<file path="src/rtl/rtcdc_pkg.sv">
package rtcdc_pkg;

    localparam int REG_W      = 32;
    localparam int SEL_W      = 2;
    localparam int SRC_N      = 1 << SEL_W;

    localparam int POS_SEL_LO = 8;
    localparam int POS_SEL_HI = POS_SEL_LO + SEL_W - 1;
    localparam int POS_FAIL   = 6;
    localparam int POS_CSS    = 5;
    localparam int POS_RTCEN  = 15;
    localparam int POS_DRST   = 16;
    localparam int POS_LSOEN  = 24;
    localparam int POS_LSOSEL = 25;

    localparam logic [REG_W-1:0] RSVD_MASK = 32'hFCFE_7C80;

    typedef enum logic [SEL_W-1:0] {
        SRC_NONE  = 2'd0,
        SRC_XTAL  = 2'd1,
        SRC_RC    = 2'd2,
        SRC_HSDIV = 2'd3
    } src_e;

    typedef struct packed {
        logic drst;
        logic rtc_en;
        logic lso_en;
        logic lso_xtal;
    } ctl_t;

    typedef struct packed {
        logic css;
        logic fail;
    } sec_t;

endpackage

</file>
<file path="src/rtl/rtcdc_srcsel.sv">
module rtcdc_srcsel
    import rtcdc_pkg::*;
(
    input  logic clk,
    input  logic rst_n,
    input  logic wr_en,
    input  logic dom_clr,
    input  src_e wr_src,
    input  logic fail_q,
    output src_e src_q
);

    src_e src_d;
    logic open_w;

    // the field accepts a write while empty or after a crystal failure
    always_comb begin
        open_w = (src_q == SRC_NONE) || fail_q;
        src_d  = src_q;
        if (dom_clr) begin
            src_d = SRC_NONE;
        end else if (wr_en && open_w) begin
            src_d = wr_src;
        end
    end

    always_ff @(posedge clk or negedge rst_n) begin
        if (!rst_n) begin
            src_q <= SRC_NONE;
        end else begin
            src_q <= src_d;
        end
    end

    assert_sel_locked_R3: assert property (@(posedge clk) disable iff (!rst_n)
        (src_q != SRC_NONE && !fail_q && !dom_clr) |=> (src_q == $past(src_q)));

    assert_sel_opens_R4: assert property (@(posedge clk) disable iff (!rst_n)
        (wr_en && !dom_clr && (src_q == SRC_NONE || fail_q)) |=> (src_q == $past(wr_src)));

    assert_sel_cleared_R5: assert property (@(posedge clk) disable iff (!rst_n)
        dom_clr |=> (src_q == SRC_NONE));

endmodule

</file>
<file path="src/rtl/rtcdc_css.sv">
module rtcdc_css
    import rtcdc_pkg::*;
(
    input  logic clk,
    input  logic rst_n,
    input  logic wr_en,
    input  logic dom_clr,
    input  logic wr_css,
    input  logic xtal_en,
    input  logic xtal_rdy,
    input  logic src_chosen,
    input  logic fail_pulse,
    output logic css_q,
    output logic fail_q
);

    sec_t sec_d, sec_q;
    logic arm_ok;

    always_comb begin
        arm_ok = xtal_en && xtal_rdy && src_chosen;
        sec_d  = sec_q;
        if (dom_clr) begin
            sec_d = '0;
        end else begin
            if (fail_pulse && sec_q.css) begin
                sec_d.fail = 1'b1;
            end
            if (wr_en) begin
                if (wr_css && !sec_q.css && arm_ok) begin
                    sec_d.css = 1'b1;
                end else if (!wr_css && sec_q.css && sec_q.fail) begin
                    sec_d.css = 1'b0;
                end
            end
        end
    end

    always_ff @(posedge clk or negedge rst_n) begin
        if (!rst_n) begin
            sec_q <= '0;
        end else begin
            sec_q <= sec_d;
        end
    end

    assign css_q  = sec_q.css;
    assign fail_q = sec_q.fail;

    assert_css_gated_R6: assert property (@(posedge clk) disable iff (!rst_n)
        $rose(css_q) |-> $past(wr_en && wr_css && xtal_en && xtal_rdy && src_chosen));

    assert_css_sticky_R7: assert property (@(posedge clk) disable iff (!rst_n)
        (css_q && !fail_q && !dom_clr) |=> css_q);

    assert_fail_source_R8: assert property (@(posedge clk) disable iff (!rst_n)
        $rose(fail_q) |-> $past(fail_pulse && css_q));

    assert_fail_holds_R8: assert property (@(posedge clk) disable iff (!rst_n)
        (fail_q && !dom_clr) |=> fail_q);

endmodule

</file>
<file path="src/rtl/rtcdc_rdmux.sv">
module rtcdc_rdmux
    import rtcdc_pkg::*;
(
    input  logic             clk,
    input  logic             rst_n,
    input  src_e             src_q,
    input  logic             css_q,
    input  logic             fail_q,
    input  ctl_t             ctl_q,
    output logic [REG_W-1:0] rdata,
    output logic [SRC_N-1:0] src_onehot
);

    always_comb begin
        rdata                        = '0;
        rdata[POS_SEL_HI:POS_SEL_LO] = src_q;
        rdata[POS_FAIL]              = fail_q;
        rdata[POS_CSS]               = css_q;
        rdata[POS_RTCEN]             = ctl_q.rtc_en;
        rdata[POS_DRST]              = ctl_q.drst;
        rdata[POS_LSOEN]             = ctl_q.lso_en;
        rdata[POS_LSOSEL]            = ctl_q.lso_xtal;
    end

    for (genvar gi = 0; gi < SRC_N; gi++) begin : g_dec
        assign src_onehot[gi] = (src_q == src_e'(gi));
    end

    assert_onehot_R2: assert property (@(posedge clk) disable iff (!rst_n)
        $countones(src_onehot) == 1 && src_onehot[rdata[POS_SEL_HI:POS_SEL_LO]]);

    assert_rsvd_zero_R10: assert property (@(posedge clk) disable iff (!rst_n)
        (rdata & RSVD_MASK) == '0);

endmodule

</file>
<file path="src/rtl/rtc_dom_clkctl.sv">
module rtc_dom_clkctl
    import rtcdc_pkg::*;
(
    input  logic        clk,
    input  logic        rst_n,
    input  logic        wr_en,
    input  logic [31:0] wdata,
    output logic [31:0] rdata,
    input  logic        xtal_en,
    input  logic        xtal_rdy,
    input  logic        xtal_fail_pulse,
    output logic [3:0]  src_onehot,
    output logic        rtc_clk_en,
    output logic        css_en,
    output logic        lso_en,
    output logic        lso_sel_xtal,
    output logic        dom_rst
);

    ctl_t ctl_d, ctl_q;
    src_e src_q;
    logic css_q, fail_q;
    logic dom_clr;
    logic rsvd_unused;

    assign dom_clr     = wr_en && wdata[POS_DRST];
    assign rsvd_unused = ^(wdata & RSVD_MASK) ^ wdata[POS_FAIL];

    always_comb begin
        ctl_d = ctl_q;
        if (dom_clr) begin
            ctl_d      = '0;
            ctl_d.drst = 1'b1;
        end else if (wr_en) begin
            ctl_d.drst     = 1'b0;
            ctl_d.rtc_en   = wdata[POS_RTCEN];
            ctl_d.lso_en   = wdata[POS_LSOEN];
            ctl_d.lso_xtal = wdata[POS_LSOSEL];
        end
    end

    always_ff @(posedge clk or negedge rst_n) begin
        if (!rst_n) begin
            ctl_q <= '0;
        end else begin
            ctl_q <= ctl_d;
        end
    end

    rtcdc_srcsel u_srcsel (
        .clk     (clk),
        .rst_n   (rst_n),
        .wr_en   (wr_en),
        .dom_clr (dom_clr),
        .wr_src  (src_e'(wdata[POS_SEL_HI:POS_SEL_LO])),
        .fail_q  (fail_q),
        .src_q   (src_q)
    );

    rtcdc_css u_css (
        .clk        (clk),
        .rst_n      (rst_n),
        .wr_en      (wr_en),
        .dom_clr    (dom_clr),
        .wr_css     (wdata[POS_CSS]),
        .xtal_en    (xtal_en),
        .xtal_rdy   (xtal_rdy),
        .src_chosen (src_q != SRC_NONE),
        .fail_pulse (xtal_fail_pulse),
        .css_q      (css_q),
        .fail_q     (fail_q)
    );

    rtcdc_rdmux u_rdmux (
        .clk        (clk),
        .rst_n      (rst_n),
        .src_q      (src_q),
        .css_q      (css_q),
        .fail_q     (fail_q),
        .ctl_q      (ctl_q),
        .rdata      (rdata),
        .src_onehot (src_onehot)
    );

    assign rtc_clk_en   = ctl_q.rtc_en;
    assign css_en       = css_q;
    assign lso_en       = ctl_q.lso_en;
    assign lso_sel_xtal = ctl_q.lso_xtal;
    assign dom_rst      = ctl_q.drst;

    assert_reset_clear_R1: assert property (@(posedge clk)
        !rst_n |-> (rdata == '0));

    assert_domain_clear_R5: assert property (@(posedge clk) disable iff (!rst_n)
        dom_clr |=> (dom_rst && !rtc_clk_en && !css_en && !lso_en && !lso_sel_xtal
                     && rdata[POS_FAIL] == 1'b0));

    assert_plain_bits_R9: assert property (@(posedge clk) disable iff (!rst_n)
        (wr_en && !dom_clr) |=> (rtc_clk_en == $past(wdata[POS_RTCEN])
                                 && lso_en == $past(wdata[POS_LSOEN])
                                 && lso_sel_xtal == $past(wdata[POS_LSOSEL])
                                 && !dom_rst));

endmodule

</file>
<file path="config.mk">
export PLATFORM = sky130hd
export DESIGN_NAME = rtc_dom_clkctl
export DESIGN_NICKNAME = d
export VERILOG_FILES = /design/src/rtl/rtcdc_pkg.sv /design/src/rtl/rtcdc_srcsel.sv /design/src/rtl/rtcdc_css.sv /design/src/rtl/rtcdc_rdmux.sv /design/src/rtl/rtc_dom_clkctl.sv
export SDC_FILE = /design/constraint.sdc
export NUM_CORES = 1
export LEC_CHECK = 0
export ABC_AREA = 1
export ABC_CLOCK_PERIOD_IN_PS = 1350
export CAP_MARGIN = 20
export CORE_UTILIZATION = 27
export DETAILED_ROUTE_END_ITERATION = 8
export GPL_TIMING_DRIVEN = 0
export PLACE_DENSITY_LB_ADDON = 0.05
export RECOVER_POWER = 50
export SYNTH_ARGS = -nofsm -noshare
export SYNTH_HDL_FRONTEND = slang
export SYNTH_SLANG_ARGS = --single-unit
</file>
<file path="constraint.sdc">
create_clock -name clk -period 1.35 [get_ports clk]
set_input_delay 0.27 -clock clk [delete_from_list [all_inputs] [get_ports clk]]
set_output_delay 0.27 -clock clk [all_outputs]
set_load 0.01 [all_outputs]
</file>
# --- Yosys cells after proc, flatten, opt, wreduce, memory -nomap -nowiden ---
# Cells that the tools add are included.
word_totals:
  reg_bits: 8
  latchBits: 0
  ramBits: 0
  rom_bits: 0
  input_bits: 38
  out_inout_bits: 41
  elab_cells: 38
  n_memories: 0
op_classes:
  addsub: 0
  multipliers: 0
  n_div: 0
  magnitude_cmp: 0
  eq_ne: 3
  shift: 0
  mux: 9
  bitwise_logic: 0
  reduce_logical: 19
ops:
  columns: ["cell", "count"]
  rows:
  - ["1-bit logical AND", 9]
  - ["4-bit two-way mux", 2]
  - ["2-bit nonzero test", 4]
  - ["2-bit two-way mux", 3]
  - ["2-bit == test (second input constant)", 2]
  - ["1-bit two-way mux", 4]
  - ["3-bit nonzero test", 1]
  - ["2-bit by 1-bit == test with 1-bit output (second input constant)", 1]
  - ["1-bit zero test", 2]
  - ["2-bit zero test", 1]
  - ["2-bit AND reduction", 1]
  - ["1-bit logical OR", 1]

# --- Depth between registers and ports, before layout ---
# Gate-level depths: netlist of run 1.
logic_depth:
  depth_word: 7
  depth_mapped: 6
  depth_no_buf: 6

# --- Modules after synthesis ---
# Synthesis of run 1 repeated with hierarchy kept, for this count alone.
unflattened:
  cells_unflattened: 88
  hier_area_um2: 645.6
by_module_without_submodules:
  columns: ["mod", "instances", "cells_per_inst", "area_per_inst_um2", "seq_area_each_um2"]
  rows:
  - ["rtcdc_rdmux", 1, 40, 270.3, 0.0]
  - ["rtc_dom_clkctl", 1, 20, 166.4, 100.1]
  - ["rtcdc_srcsel", 1, 13, 106.4, 50.0]
  - ["rtcdc_css", 1, 15, 102.6, 50.0]

# --- Least setup slack after synthesis of run 1 ---
# OpenSTA, ideal clock, no wires.
synth_path:
  path_type: "register to output"
  startpoint: "register u_srcsel.src_q[0]"
  endpoint: "output src_onehot[0]"
  arrival_time_ns: 0.673
  required_ns: 1.080
  setup_slack_ns: 0.407
  stages_incl_launch_ff: 4
  path_buffers: 0
  path_cell_list: "dfrtp_1 > inv_1 > nand2_2 > inv_1"
synth_between:
  elab_chain_len: 1
synth_lines:
  columns: ["item", "line_no", "rtl"]
  rows:
  - ["start, declared", "rtcdc_srcsel.sv:10", "output src_e src_q"]
  - ["start signal, assigned", "rtcdc_srcsel.sv:31", "src_q <= src_d;"]
  - ["2-bit zero test", "rtcdc_rdmux.sv:26", "assign src_onehot[gi] = (src_q == src_e'(gi));"]
  - ["end, declared", "rtc_dom_clkctl.sv:12", "output logic [3:0] src_onehot,"]
# Every way passes these cells.

# --- Final worst setup path of run 1 ---
layout_path:
  startpoint: "register dom_rst (netlist name)"
  endpoint: "output rdata[16]"
layout_rtl:
  columns: ["item", "line_no", "rtl"]
  rows:
  - ["end, declared", "rtc_dom_clkctl.sv:8", "output logic [31:0] rdata,"]
# No word-level cell between the ends.

==> results of run 1 <==
[power by group]
part / leakage, nW / total [mW] / switching [mW] / internal, mW
Clock: 0.0138 / 0.179 / 0.0771 / 0.101
Combinational: 0.548 / 0.395 / 0.170 / 0.225
Sequential: 0.104 / 0.285 / 0.0189 / 0.266
Total: 0.666 / 0.859 / 0.266 / 0.593
[cell usage after synthesis (all sizes together)]
cell type,number,area share
a21oi,1,0.0081
a22o,3,0.049
buf,30,0.37
conb,1,0.0061
dfrtp,8,0.32
inv,8,0.049
nand2,17,0.11
nand3,1,0.016
nand3b,1,0.012
nor2,5,0.043
o21ai,2,0.016
[what timing repair did]
item,in CTS,in global routing
endpoints found under the setup margin,17,3
hold buffers,0,0
pin swaps,0,1
gates cloned,0,0
gates resized for setup,27,8
buffers inserted,5,2
[per-layer routing]
layer  routed length, µm  track usage  up-vias  part of all wire
met2                 601        0.171       33              0.47
met1                 533        0.119      243              0.42
met3                 114       0.0432        2             0.090
met4                  19       0.0714        0             0.015
met5                   0            0        -                 0
li1                    -            -      305                 -
[flip-flops by register name (all words and copies together) (netlist names)]
register	count
u_css.css_q	1
lso_sel_xtal	1
u_css.fail_q	1
rtc_clk_en	1
dom_rst	1
u_srcsel.src_q	2
lso_en	1
[worst paths after layout]
path / from / endpoint / slack [ns] / cells after the start
hold reg to reg: dom_rst / dom_rst / 0.49 / 2
min in group clk: dom_rst / dom_rst / 0.49 / 2
hold / removal: rst_n / dom_rst / 0.36 / 1
setup / recovery: dom_rst / rdata[16] / 0.04 / 2
max in group asynchronous: rst_n / u_srcsel.src_q[1] / 0.72 / 1
setup reg to reg: u_srcsel.src_q[1] / u_srcsel.src_q[0] / 0.23 / 8
[cell families after synthesis]
| logic type | after synthesis | share of synthesized area |
|---|---|---|
| buffers and inverters | 38 | 0.414 |
| flip-flops | 8 | 0.325 |
| AO/OA/AOI/OAI | 6 | 0.0730 |
| other | 1 | 0.00608 |
| AND/OR/NAND/NOR | 24 | 0.183 |
[layout make-up]
| type | count | area [µm²] | share of cell area |
|---|---|---|---|
| buffer | 30 | 225 | 0.209 |
| clock buffer | 3 | 22.5 | 0.0209 |
| inverter | 8 | 32.5 | 0.0302 |
| multi-input combinational | 54 | 243 | 0.226 |
| sequential | 8 | 200 | 0.186 |
| tap | 27 | 33.8 | 0.0314 |
| timing repair buffer | 36 | 319 | 0.297 |
[metrics by stage]
| step | setup TNS, ns | instance area, µm² | power, mW | setup slack (ns) | hold slack [ns] |
|---|---|---|---|---|---|
| final | 0 | 1080 | 0.859 | 0.0413 | 0.364 |
| after global routing | -0.00422 | 1080 | 0.920 | -0.00422 | 0.390 |
| after CTS | -0.0173 | 1060 | 0.833 | -0.0173 | 0.302 |
| after detailed placement | -0.159 | 1030 | 0.667 | -0.102 | 0.496 |
| after global placement | -0.123 | 1030 | 0.663 | -0.0859 | 0.491 |
| after floorplan | 0 | 703 | 0.494 | 0.407 | -0.0256 |
==> flow_summary.yaml, run 1 <==
synth:
  synth_cell_types: 14
  synth_seq_cells: 8
  syn_inst: 77
  synth_area_um2: 617
  yosysSeqAreaShare: 0.325
  avgSynthCellArea_um2: 8.01
  ys_warn_count: 0
floorplan:
  io_pins: 79
  start_util: 0.299
  core_region_area_mm2: 0.00206
  dieWidth_um: 49.8
  fp.dieH_um: 49.8
  rows: 16
  dieArea_mm2: 0.00248
cells_and_area:
  drive_above_1_share: 0.381
  fillers: 212
  mostFrequentLayoutCells: "buf_4 (36), conb_1 (24), nand2_1 (15)"
  final_common_cell: "buf_4"
  diodes: 0
  area_growth_pct: 74.4
  nets: 179
  finalNonFillerCells: 166
  final_core_util: 0.522
placed_design:
  hpwl_mm: 1.01
  gp_congestion: 0.719
  portBuffers: 29
  dp_cells: 156
clock_tree:
  cts_buffers: 3
  cts_tree: "done"
  cts_sinks: 8
  clockBufferDepth: 2
  ctsHtreeMaxLevel: 1
  clock_latency_ns: 0.25
  path_clk_slew_ns: 0.05
  cts-root-buf: "clkbuf_4"
setup_path:
  crit_slowest_cell: "dfrtp_1"
  cp.arrival_ns: 1.04
  critical_path_buf_inv_count: 2
  critical_path_required_ns: 1.08
  crit_chain: "buf_4 > dlygate4sd2_1"
  endpoint_kind: "output pin"
  cp_max_fo: 3
  path_class: "flip-flop to output pin"
  critPathMaxStageDelay_ns: 0.39
  cpLargestDelayFamily: "buffers and inverters"
  worstSetupStartpointType: "flip-flop"
sta:
  setup-violations-final: 0
  min_period_ns: 1.31
  fmax_ghz: 0.764
  post-route-period-util: 0.969
  rsz0062_at_grt: "true"
  hold_viol_final: 0
  report.final.slew_viol_count: 0
  skew_ns: 0.00369
worst_hold_path:
  min_path_type: "primary input to async pin"
drt:
  drc: 0
  vias_per_cell: 3.51
  wl_per_cell_um: 7.64
  dr.first_iter.drc_count: 2
  routed_wl_mm: 1.27
  first_pass_iters: 4
  via_count: 583
  postRouteAntennaNets: 0
grt:
  grt_use_total: 0.108
  overflow: 0
  grt_pass1_vias: 478
  grt_pass1_wl_mm: 1.99
  grt_max_degree: 9
  antenna_found_initial: 0
flow_run:
  cap_violations: 0
outcome:
  status: "finished clean"
power:
  p_per_area_mw_per_mm2: 798
  p_leak_nw: 0.666
  ir_drop_mv: 0.363
Note: power is estimated with default switching activity, not from simulation.
==> inputs of run 2 (changes only) <==
- PLACE_DENSITY: default -> 0.95
- PLACE_DENSITY_LB_ADDON: 0.05 -> default
==> flow_summary.yaml, run 2 (synthesized netlist as in run 1, its figures left out) <==
clock_tree:
  cts_buffers: 3
  ctsHtreeMaxLevel: 1
  clock_latency_ns: 0.25
  path_clk_slew_ns: 0.05
  cts_tree: "done"
  clockBufferDepth: 2
  cts_hold_repair.buffers: 0
  cts-root-buf: "clkbuf_4"
  cts_sinks: 8
sta:
  post-route-period-util: 0.973
  tns_ns: 0
  hold_slack_ns: 0.379
  fmax_ghz: 0.761
  setup-violations-final: 0
  rsz0062_at_grt: "false"
  hold_viol_final: 0
  min_period_ns: 1.31
  skew_ns: 0.00281
  report.final.slew_viol_count: 0
setup_path:
  r2r_start: "u_srcsel.src_q[1]"
  cpLargestDelayFamily: "buffers and inverters"
  endpoint_kind: "output pin"
  cp.arrival_ns: 1.04
  ff2ff_path_depth: 8
  crit_chain: "buf_4 > dlygate4sd2_1"
  timing.rr.end: "u_srcsel.src_q[1]"
  critical_path_required_ns: 1.08
  crit_slowest_cell: "dfrtp_1"
  critPathMaxStageDelay_ns: 0.39
  worstSetupStartpointType: "flip-flop"
  critical_path_buf_inv_count: 2
  cp_max_fo: 3
  path_class: "flip-flop to output pin"
  regToRegSetupSlack_ns: 0.19
floorplan:
  dieWidth_um: 49.8
  start_util: 0.299
  rows: 16
  fp.dieH_um: 49.8
  io_pins: 79
  dieArea_mm2: 0.00248
  core_region_area_mm2: 0.00206
outcome:
  status: "finished clean"
grt:
  grt_use_total: 0.124
  grt_max_degree: 9
  grt_pass1_wl_mm: 2.24
  overflow: 0
  grt_pass1_vias: 528
  antenna_found_initial: 0
drt:
  vias_per_cell: 3.59
  postRouteAntennaNets: 0
  first_pass_iters: 4
  routed_wl_mm: 1.49
  dr.first_iter.drc_count: 3
  wl_per_cell_um: 8.53
  drc: 0
  via_count: 625
cells_and_area:
  area_growth_pct: 87.2
  final_common_cell: "buf_4"
  nets: 187
  finalNonFillerCells: 174
  regMostFlops: "u_srcsel.src_q"
  diodes: 0
  drive_above_1_share: 0.442
  mostFrequentLayoutCells: "buf_4 (43), conb_1 (24), nand2_1 (14)"
  fillers: 201
  largest_reg_flops: 2
placed_design:
  portBuffers: 29
  hpwl_mm: 1.15
  dp_cells: 156
  gp_congestion: 0.705
power:
  p_per_area_mw_per_mm2: 808
  ir_drop_mv: 0.574
  p_leak_nw: 0.711
  power_mw: 0.933
worst_hold_path:
  min_path_type: "primary input to async pin"
flow_run:
  cap_violations: 0
==> run 2: stage by stage <==
stage	setup slack [ns]	instance area [µm²]	utilization
5_1_grt	0.00166	1150	0.560
4_1_cts	-0.0253	1110	0.538
3_5_place_dp	-0.0983	1030	0.498
6_report	0.0359	1150	0.560
3_3_place_gp	-0.0833	1030	0.498
2_1_floorplan	0.407	703	-
==> run 2: worst max-delay path by stage <==
stage                           start             to  slack (ns)  depth (start not counted)
floorplan           u_srcsel.src_q[0]  src_onehot[0]        0.41                          3
global placement    u_srcsel.src_q[0]  src_onehot[0]       -0.08                          4
detailed placement  u_srcsel.src_q[0]  src_onehot[0]        -0.1                          4
CTS                 u_srcsel.src_q[0]  src_onehot[3]       -0.03                          5
global route        u_srcsel.src_q[1]  src_onehot[0]       0.002                          5
finish                     rtc_clk_en      rdata[15]        0.04                          2
==> run 2: metal layers <==
metal  global-route usage  routed length [µm]  vias up
met4               0.0286                   0        0
met2                0.236                 836       33
met3               0.0679                 161        0
met5                    0                   0        -
li1                     -                   -      321
met1                0.112                 487      271
==> run 2: layout make-up <==
| type | count | area [µm²] | area share |
|---|---|---|---|
| inverter | 8 | 32.5 | 0.0282 |
| multi-input combinational | 54 | 253 | 0.219 |
| clock buffer | 3 | 22.5 | 0.0195 |
| timing repair buffer | 44 | 388 | 0.336 |
| buffer | 30 | 225 | 0.195 |
| tap | 27 | 33.8 | 0.0293 |
| sequential | 8 | 200 | 0.173 |
==> run 2: where the power goes <==
part | switching (mW) | total, mW | internal, mW
registers | 0.0234 | 0.290 | 0.266
clock network | 0.0818 | 0.184 | 0.102
logic | 0.189 | 0.460 | 0.271
total | 0.294 | 0.933 | 0.639
==> run 2: what timing repair did <==
item | 4_1_cts | 5_1_grt
resized for setup | 36 | 11
endpoints found under the hold margin | 0 | 0
setup endpoints to repair | 17 | 8
buffers inserted | 13 | 4
gates cloned | 0 | 0
==> inputs of run 3 (changes only) <==
- GPL_TIMING_DRIVEN: 0 -> 1
- REMOVE_ABC_BUFFERS: default -> 1
==> flow_summary.yaml, run 3 (synthesized netlist as in run 1, its figures left out) <==
drt:
  highest_layer: "met4"
  met2_length_um: 611
  routed_wl_mm: 1.15
  dr.first_iter.drc_count: 2
  wl_met1_um: 414
  met3_length_um: 78
  wl_per_cell_um: 8.63
  drc: 0
  via_count: 516
  vias_per_cell: 3.88
  first_pass_iters: 2
  postRouteAntennaNets: 0
cells_and_area:
  final_core_util: 0.400
  diodes: 0
  mostFrequentLayoutCells: "conb_1 (24), nand2_1 (15), dlygate4sd2_1 (12)"
  design_area_um2: 826
  final_common_cell: "conb_1"
  nets: 146
  largest_reg_flops: 2
  area_growth_pct: 33.9
  finalNonFillerCells: 133
  fillers: 222
  drive_above_1_share: 0.170
  regMostFlops: "u_srcsel.src_q"
sta:
  fin_ws_ns: 0.0488
  fmax_ghz: 0.769
  tns_ns: 0
  report.final.slew_viol_count: 0
  hold_slack_ns: 0.356
  post-route-period-util: 0.964
  rsz0062_at_grt: "true"
  hold_viol_final: 0
  setup-violations-final: 0
  min_period_ns: 1.30
  skew_ns: 0.00172
setup_path:
  ff2ff_path_depth: 8
  worstSetupStartpointType: "flip-flop"
  r2r_start: "u_srcsel.src_q[1]"
  crit_chain: "buf_6 > inv_4 > nand2_2 > inv_1 > buf_2"
  critical_path_buf_inv_count: 4
  crit_start: "u_srcsel.src_q[1]"
  cp.arrival_ns: 1.03
  regToRegSetupSlack_ns: 0.25
  critical_path_required_ns: 1.08
  endpoint: "src_onehot[0]"
  endpoint_kind: "output pin"
  crit_slowest_cell: "dfrtp_1"
  timing.rr.end: "u_srcsel.src_q[0]"
  cp_max_fo: 3
  cpLargestDelayFamily: "flip-flops"
  critPathMaxStageDelay_ns: 0.40
  path_class: "flip-flop to output pin"
  cp.depth: 5
floorplan:
  fp.dieH_um: 49.8
  dieArea_mm2: 0.00248
  rows: 16
  io_pins: 79
  dieWidth_um: 49.8
  core_region_area_mm2: 0.00206
  start_util: 0.299
grt:
  grt_pass1_wl_mm: 1.82
  grt_pass1_vias: 457
  overflow: 0
  grt_use_total: 0.102
  antenna_found_initial: 0
  grt_max_degree: 9
clock_tree:
  path_clk_slew_ns: 0.06
  cts_sinks: 8
  cts_buffers: 3
  cts-root-buf: "clkbuf_4"
  clock_latency_ns: 0.26
  ctsHtreeMaxLevel: 1
  clockBufferDepth: 2
  cts_tree: "done"
power:
  ir_drop_mv: 0.519
  p_leak_nw: 0.490
  power_mw: 0.768
  p_per_area_mw_per_mm2: 930
placed_design:
  placed_cell_area_um2: 817
  gp_congestion: 0.685
  hpwl_um: 930
  portBuffers: 29
  preCtsSetupSlack_ns: -0.0692
  dp_cells: 128
outcome:
  status: "finished clean"
worst_hold_path:
  min_path_type: "primary input to async pin"
flow_run:
  cap_violations: 0
==> run 3: cell count changes in the layout (fill, tap and decap cells not counted), sizes merged <==
cell / delta
dlygate4sd2: +3
buf: -44
==> run 3: per-layer routing <==
| metal | global-route usage | vias up |
|---|---|---|
| li1 | - | 241 |
| met1 | 0.0943 | 235 |
| met2 | 0.182 | 35 |
| met3 | 0.0185 | 5 |
| met4 | 0.100 | 0 |
| met5 | 0 | - |
==> run 3: power by group <==
part           internal (mW)  switching, mW
Clock                  0.102         0.0927
Sequential             0.266         0.0244
Combinational          0.137          0.145
Total                  0.506          0.262
==> run 3: area by class of cell <==
class	count	area, µm²	area share
Clock buffer	3	22.5	0.0273
Sequential cell	8	200	0.242
Inverter	8	32.5	0.0394
Tap cell	27	33.8	0.0409
Timing Repair Buffer	33	294	0.356
Multi-Input combinational cell	54	243	0.294
==> run 3: repair_timing <==
item,4_1_cts,5_1_grt
endpoints found under the setup margin,17,4
resized for setup,26,5
pin swaps,1,0
hold endpoints to repair,0,0
setup buffers,2,0
hold buffers,0,0
==> run 3: worst min path at each step <==
stage                     startpoint                 to  slack, ns  depth (start not counted)
after global routing           rst_n  u_srcsel.src_q[0]       0.37                          1
after floorplan                rst_n            dom_rst      -0.03                          0
after detailed placement     dom_rst            dom_rst       0.51                          2
after global placement       dom_rst            dom_rst       0.49                          2
after CTS                      rst_n            dom_rst       0.30                          1
final                          rst_n            dom_rst       0.36                          1
==> run 3: worst reg2reg max path: stages (launching register included) <==
cell and delay [ns]:
dfrtp_1 0.40, buf_6 0.13, inv_4 0.04, nand2_2 0.04, buf_4 0.13, nand2_2 0.07, nand2_1 0.07, nand2_1 0.07
nand2_1 0.05
